===== src/rtl/casc_cnt_pkg.sv =====
package casc_cnt_pkg;
  typedef enum logic {
    CLR_ASYNC = 1'b0,
    CLR_SYNC  = 1'b1
  } clr_mode_e;
endpackage


===== src/rtl/casc_cnt_next.sv =====
module casc_cnt_next #(
  parameter int W = 4
) (
  input  logic [W-1:0] cur_i,
  input  logic         load_ni,
  input  logic [W-1:0] data_i,
  input  logic         inc_i,
  output logic [W-1:0] nxt_o
);
  always_comb begin
    if (!load_ni)   nxt_o = data_i;
    else if (inc_i) nxt_o = cur_i + 1'b1;
    else            nxt_o = cur_i;
  end
endmodule


===== src/rtl/casc_cnt_stage.sv =====
module casc_cnt_stage
  import casc_cnt_pkg::*;
#(
  parameter int        STAGE_W  = 4,
  parameter clr_mode_e CLR_MODE = CLR_SYNC
) (
  input  logic               clk_i,
  input  logic               clr_ni,
  input  logic               load_ni,
  input  logic [STAGE_W-1:0] data_i,
  input  logic               en_p_i,
  input  logic               en_t_i,
  output logic [STAGE_W-1:0] q_o,
  output logic               tc_o
);
  logic               inc;
  logic [STAGE_W-1:0] nxt;

  assign inc = en_p_i & en_t_i;

  casc_cnt_next #(.W(STAGE_W)) next_i (
    .cur_i  (q_o),
    .load_ni(load_ni),
    .data_i (data_i),
    .inc_i  (inc),
    .nxt_o  (nxt)
  );

  if (CLR_MODE == CLR_SYNC) begin : g_sync_clr
    always_ff @(posedge clk_i) begin
      if (!clr_ni) q_o <= '0;
      else         q_o <= nxt;
    end

    p_sync_clr_r4: assert property (@(posedge clk_i)
      !clr_ni |=> q_o == '0);
  end else begin : g_async_clr
    always_ff @(posedge clk_i or negedge clr_ni) begin
      if (!clr_ni) q_o <= '0;
      else         q_o <= nxt;
    end

    p_async_clr_r5: assert property (@(posedge clk_i)
      !clr_ni |-> q_o == '0);
  end

  // carry look-ahead: trickle enable fed forward
  assign tc_o = en_t_i & (&q_o);

  p_inc_r1: assert property (@(posedge clk_i) disable iff (!clr_ni)
    load_ni && en_p_i && en_t_i |=> q_o == STAGE_W'($past(q_o) + 1'b1));

  p_hold_r2: assert property (@(posedge clk_i) disable iff (!clr_ni)
    load_ni && !(en_p_i && en_t_i) |=> $stable(q_o));

  p_load_r3: assert property (@(posedge clk_i) disable iff (!clr_ni)
    !load_ni |=> q_o == $past(data_i));
endmodule


===== src/rtl/casc_cnt_wrap.sv =====
module casc_cnt_wrap #(
  parameter int W       = 12,
  parameter int MODULUS = 0
) (
  input  logic [W-1:0] count_i,
  input  logic         load_ni,
  input  logic [W-1:0] data_i,
  input  logic         en_p_i,
  input  logic         en_t_i,
  input  logic         chain_tc_i,
  output logic         load_no,
  output logic [W-1:0] data_o,
  output logic         tc_o
);
  localparam bit         MOD_ON = MODULUS > 0;
  localparam logic [W-1:0] LAST = W'(MODULUS - 1);

  logic at_last;
  logic hit;

  assign at_last = (count_i == LAST);
  // wrap replaces the increment; an external load still wins
  assign hit     = MOD_ON && load_ni && en_p_i && en_t_i && at_last;
  assign load_no = load_ni & ~hit;
  assign data_o  = hit ? '0 : data_i;
  assign tc_o    = MOD_ON ? (en_t_i & at_last) : chain_tc_i;
endmodule


===== src/rtl/casc_counter.sv =====
module casc_counter
  import casc_cnt_pkg::*;
#(
  parameter int        NUM_STAGES = 3,
  parameter int        STAGE_W    = 4,
  parameter clr_mode_e CLR_MODE   = CLR_SYNC,
  parameter int        MODULUS    = 0,
  localparam int       CNT_W      = NUM_STAGES * STAGE_W
) (
  input  logic             clk_i,
  input  logic             rst_ni,
  input  logic             load_ni,
  input  logic [CNT_W-1:0] data_i,
  input  logic             cnt_en_p_i,
  input  logic             cnt_en_t_i,
  output logic [CNT_W-1:0] count_o,
  output logic             tc_o
);
  localparam logic [CNT_W-1:0] TERM = (MODULUS > 0) ? CNT_W'(MODULUS - 1) : '1;

  logic [NUM_STAGES:0] t_chain;
  logic                ld_n_int;
  logic [CNT_W-1:0]    data_int;

  assign t_chain[0] = cnt_en_t_i;

  for (genvar g = 0; g < NUM_STAGES; g++) begin : g_stage
    casc_cnt_stage #(
      .STAGE_W (STAGE_W),
      .CLR_MODE(CLR_MODE)
    ) stage_i (
      .clk_i  (clk_i),
      .clr_ni (rst_ni),
      .load_ni(ld_n_int),
      .data_i (data_int[g*STAGE_W +: STAGE_W]),
      .en_p_i (cnt_en_p_i),
      .en_t_i (t_chain[g]),
      .q_o    (count_o[g*STAGE_W +: STAGE_W]),
      .tc_o   (t_chain[g+1])
    );
  end

  casc_cnt_wrap #(
    .W      (CNT_W),
    .MODULUS(MODULUS)
  ) wrap_i (
    .count_i   (count_o),
    .load_ni   (load_ni),
    .data_i    (data_i),
    .en_p_i    (cnt_en_p_i),
    .en_t_i    (cnt_en_t_i),
    .chain_tc_i(t_chain[NUM_STAGES]),
    .load_no   (ld_n_int),
    .data_o    (data_int),
    .tc_o      (tc_o)
  );

  p_tc_hi_r6: assert property (@(posedge clk_i) disable iff (!rst_ni)
    tc_o |-> cnt_en_t_i && count_o == TERM);

  p_tc_lo_r6: assert property (@(posedge clk_i) disable iff (!rst_ni)
    cnt_en_t_i && count_o == TERM |-> tc_o);

  if (MODULUS == 0 && NUM_STAGES > 1) begin : g_chain_chk
    p_upper_hold_r7: assert property (@(posedge clk_i) disable iff (!rst_ni)
      load_ni && count_o[STAGE_W-1:0] != '1
      |=> count_o[CNT_W-1:STAGE_W] == $past(count_o[CNT_W-1:STAGE_W]));
  end

  if (MODULUS > 0) begin : g_mod_chk
    p_mod_wrap_r8: assert property (@(posedge clk_i) disable iff (!rst_ni)
      load_ni && cnt_en_p_i && cnt_en_t_i && count_o == TERM |=> count_o == '0);
  end
endmodule


===== config.mk =====
export PLATFORM = sky130hd
export DESIGN_NAME = casc_counter
export DESIGN_NICKNAME = d
export VERILOG_FILES = /design/src/rtl/casc_cnt_pkg.sv /design/src/rtl/casc_cnt_next.sv /design/src/rtl/casc_cnt_stage.sv /design/src/rtl/casc_cnt_wrap.sv /design/src/rtl/casc_counter.sv
export SDC_FILE = /design/constraint.sdc
export NUM_CORES = 1
export LEC_CHECK = 0
export BUFFER_PORTS_ARGS = -buffer_cell sky130_fd_sc_hd__buf_2
export CORE_UTILIZATION = 52
export CTS_BUF_LIST = sky130_fd_sc_hd__clkbuf_4
export DETAILED_ROUTE_END_ITERATION = 7
export PLACE_DENSITY = 0.83
export RECOVER_POWER = 50
export SETUP_SLACK_MARGIN = 0.4
export SYNTH_ARGS = -nofsm -noshare
export SYNTH_HDL_FRONTEND = slang
export SYNTH_SLANG_ARGS = --single-unit

===== constraint.sdc =====
create_clock -name clk_i -period 4.25 [get_ports clk_i]
set_input_delay 0.6375 -clock clk_i [delete_from_list [all_inputs] [get_ports clk_i]]
set_output_delay 0.6375 -clock clk_i [all_outputs]
set_load 0.1 [all_outputs]

==> run metrics <==
status=complete, no violations; Yosys top cell area share=between 30% and 40%; number of flip-flops under the largest register name=12; hpwl dp=about 1200 um; crit end category=output port; Max VDD drop=approximately 0.27 mV; Worst Hold Class=reg -> reg; Clock Path Buffers=2; CTS sink cnt=12; DRT iter0 DRCs=8; sequential area share after synthesis=33.86%; fin crit share=a little under three fifths; die span in y=between 30 and 40 um; synth top area cells=dfxtp_1 34%, o21ai_0 9.9%, a31oi_1 5.3%; leakage=between 0.3 and 0.4 nW; GR Util All Layers=25.21%; Die Area=1516 um^2; # diodes=0; Critical R2R Launch=g_stage[0].stage_i.q_o[0]$_SDFFE_PN0P_; H-Tree Level Count=1; number of global-route vias before repair=606; Biggest register=g_stage.stage_i.q_o; total of max-cap violations=0; hold endpoint=g_stage[0].stage_i.q_o[1]$_SDFFE_PN0P_; DRT Wirelength=approximately 1500 um; unrepaired setup endpoints after global routing=no; clk_skew=around 0.0015 ns; Tmin final=about 2.4 ns; Die W=between 30 and 40 um; CTS clk-pin slew, worst paths=0.07 ns; Core Region=1186 um^2; DRT antenna net count=0; DRC violations left=0; top flop regs=g_stage.stage_i.q_o: 12 flops; commonest non-fill, non-tap cells in the layout=28 x buf_2, 14 x o21ai_0, 12 x dfxtp_1; Pwr Density=between 300 and 400 nW/um^2; CP Max Fanout=9; setup violators final=0; PortBufs=29; Initial Utilization=59.81%; R2R Setup Slk=2.71 ns; Post-Route Setup TNS=0 ns; gpl congestion=0.7239; Fin. Hold Viols=0; synthesized netlist cell count=between 80 and 90; worst hold path depth=2; nets=135; Synth Register Bits=12; Yosys cell types=28; Min Hold Slack=0.5247 ns; share of cells above drive strength 1=31.86%; postcts setup bufs=0; first-pass detailed-route iteration total=2; R2R depth=4; drt wl/cell=12.20 um; Worst Tran Pin Value=between 0.9 and 1 ns; post-CTS sizing=0; # IOs=30; area leader, netlist=dfxtp_1; R2R Path End=g_stage[2].stage_i.q_o[3]$_SDFFE_PN0P_; CTS Buf Count=3; post-DR vias/cell=5.874; highest clock rate=0.4164 GHz; first-pass GRT wire length=around 2500 um; YS warnings=0; antenna violations before repair=0; clock root cell=clkbuf_4; Slew Viols, Final=0; Crit-path slowest cell=buf_2; gr ovfl total=0; total number of vias=746; largest net degree at the start of global routing=27; hold path start=g_stage[0].stage_i.q_o[1]$_SDFFE_PN0P_; syn_area_per_cell=8.249 um^2; slowest cell delay on critical path=0.44 ns; Slew Limit Headroom=38.78%; syn_nets=approximately 110; commonest non-fill, non-tap cell in the layout=buf_2; Worst Setup Path Type=reg -> out; CTS tree=built; FP Rows=12; Hold Buf Count CTS=0; mapped cell area=709.4 um^2; Arr. time, crit path=approximately 1.8 ns; worst-skew pair later-pin latency=about 0.26 ns; P&R area growth vs syn=22.75%; Startpoint Class=register; CP Data Required Time=3.61 ns; filler instances=a little over 100; CP cell instances=ha_1 -> nand4_4 -> nor3_2 -> buf_2
-- where the power goes --
group          leakage (nW)  internal (mW)  total, mW  switching [mW]
Combinational         0.264         0.0211      0.104          0.0829
Clock                0.0138         0.0327     0.0684          0.0356
Sequential           0.0998          0.121      0.131          0.0101
Total                 0.377          0.175      0.304           0.129
-- cell type report --
class	instances	area [um^2]	share of cell area [%]
Inverter	5	18.77	2.155
Timing Repair Buffer	29	143.9	16.52
Clock buffer	3	22.52	2.586
Tap cell	14	17.52	2.011
Sequential cell	12	240.2	27.59
Multi-Input combinational cell	64	427.9	49.14
-- per-layer routing --
layer | vias to the layer above | track usage, % | routed length [um]
met5 | - | 0 | 0
met4 | 0 | 12.93 | 11
li1 | 386 | - | -
met2 | 16 | 40.42 | 718
met3 | 2 | 8.671 | 52
met1 | 342 | 29.23 | 766
-- stage by stage --
step | total power, mW | std cells | utilization [%] | setup slack [ns] | cell area, um^2
after detailed placement | 0.2379 | 124 | 71.62 | 2.136 | 849.6
final | 0.3035 | 127 | 73.42 | 1.849 | 870.8
after global placement | 0.2364 | 124 | 71.62 | 2.136 | 849.6
after floorplan | 0.2166 | 86 | - | 0.7824 | 714.4
after global routing | 0.3206 | 127 | 73.42 | 1.761 | 870.8
after CTS | 0.3062 | 127 | 73.52 | 1.841 | 872.1
-- worst max-delay path by stage --
stage / cells after the start / start / end / slack, ns
final: 4 / g_stage[0].stage_i.q_o[0]$_SDFFE_PN0P_ / tc_o / 1.85
after global routing: 4 / g_stage[0].stage_i.q_o[0]$_SDFFE_PN0P_ / tc_o / 1.76
after CTS: 4 / g_stage[0].stage_i.q_o[0]$_SDFFE_PN0P_ / tc_o / 1.84
after detailed placement: 4 / cnt_en_t_i / tc_o / 2.14
after global placement: 4 / cnt_en_t_i / tc_o / 2.14
after floorplan: 3 / g_stage[0].stage_i.q_o[0]$_SDFFE_PN0P_ / tc_o / 0.78
-- critical path: cells and delay by family, from the launching register on --
kind                       cells  cell delay (ns)
and+or+nand+nor                2             0.36
DFF                            1             0.39
adders and majority gates      1             0.30
buffers and inverters          1             0.44
-- cell usage after synthesis --
| library cell | count |
|---|---|
| nand3b_1 | 1 |
| o2111ai_1 | 1 |
| and3_1 | 1 |
| a211oi_1 | 1 |
| dfxtp_1 | 12 |
| nand4_4 | 1 |
| nand3_1 | 6 |
| a21oi_1 | 1 |
| nand4_2 | 1 |
| or3_1 | 6 |
| a311oi_1 | 3 |
| nor3_1 | 1 |
| xor2_1 | 2 |
| o21ai_0 | 14 |
| or4_1 | 1 |
| nand2_1 | 4 |
| a31oi_1 | 6 |
| nor2_1 | 4 |
| buf_6 | 1 |
| a32oi_1 | 1 |
| inv_1 | 5 |
| buf_2 | 1 |
| nand4b_1 | 1 |
| and4b_1 | 1 |
| or3_2 | 2 |
| clkbuf_1 | 3 |
| nand4_1 | 2 |
| ha_1 | 3 |
-- logic make-up after synthesis --
family          synth area share, %
buf+inv                       6.525
xor+xnor                      2.470
flops                         33.86
simple gates                  28.75
compound gates                23.11
fa+ha+maj                     5.292
(Power assumes the default switching activity.)
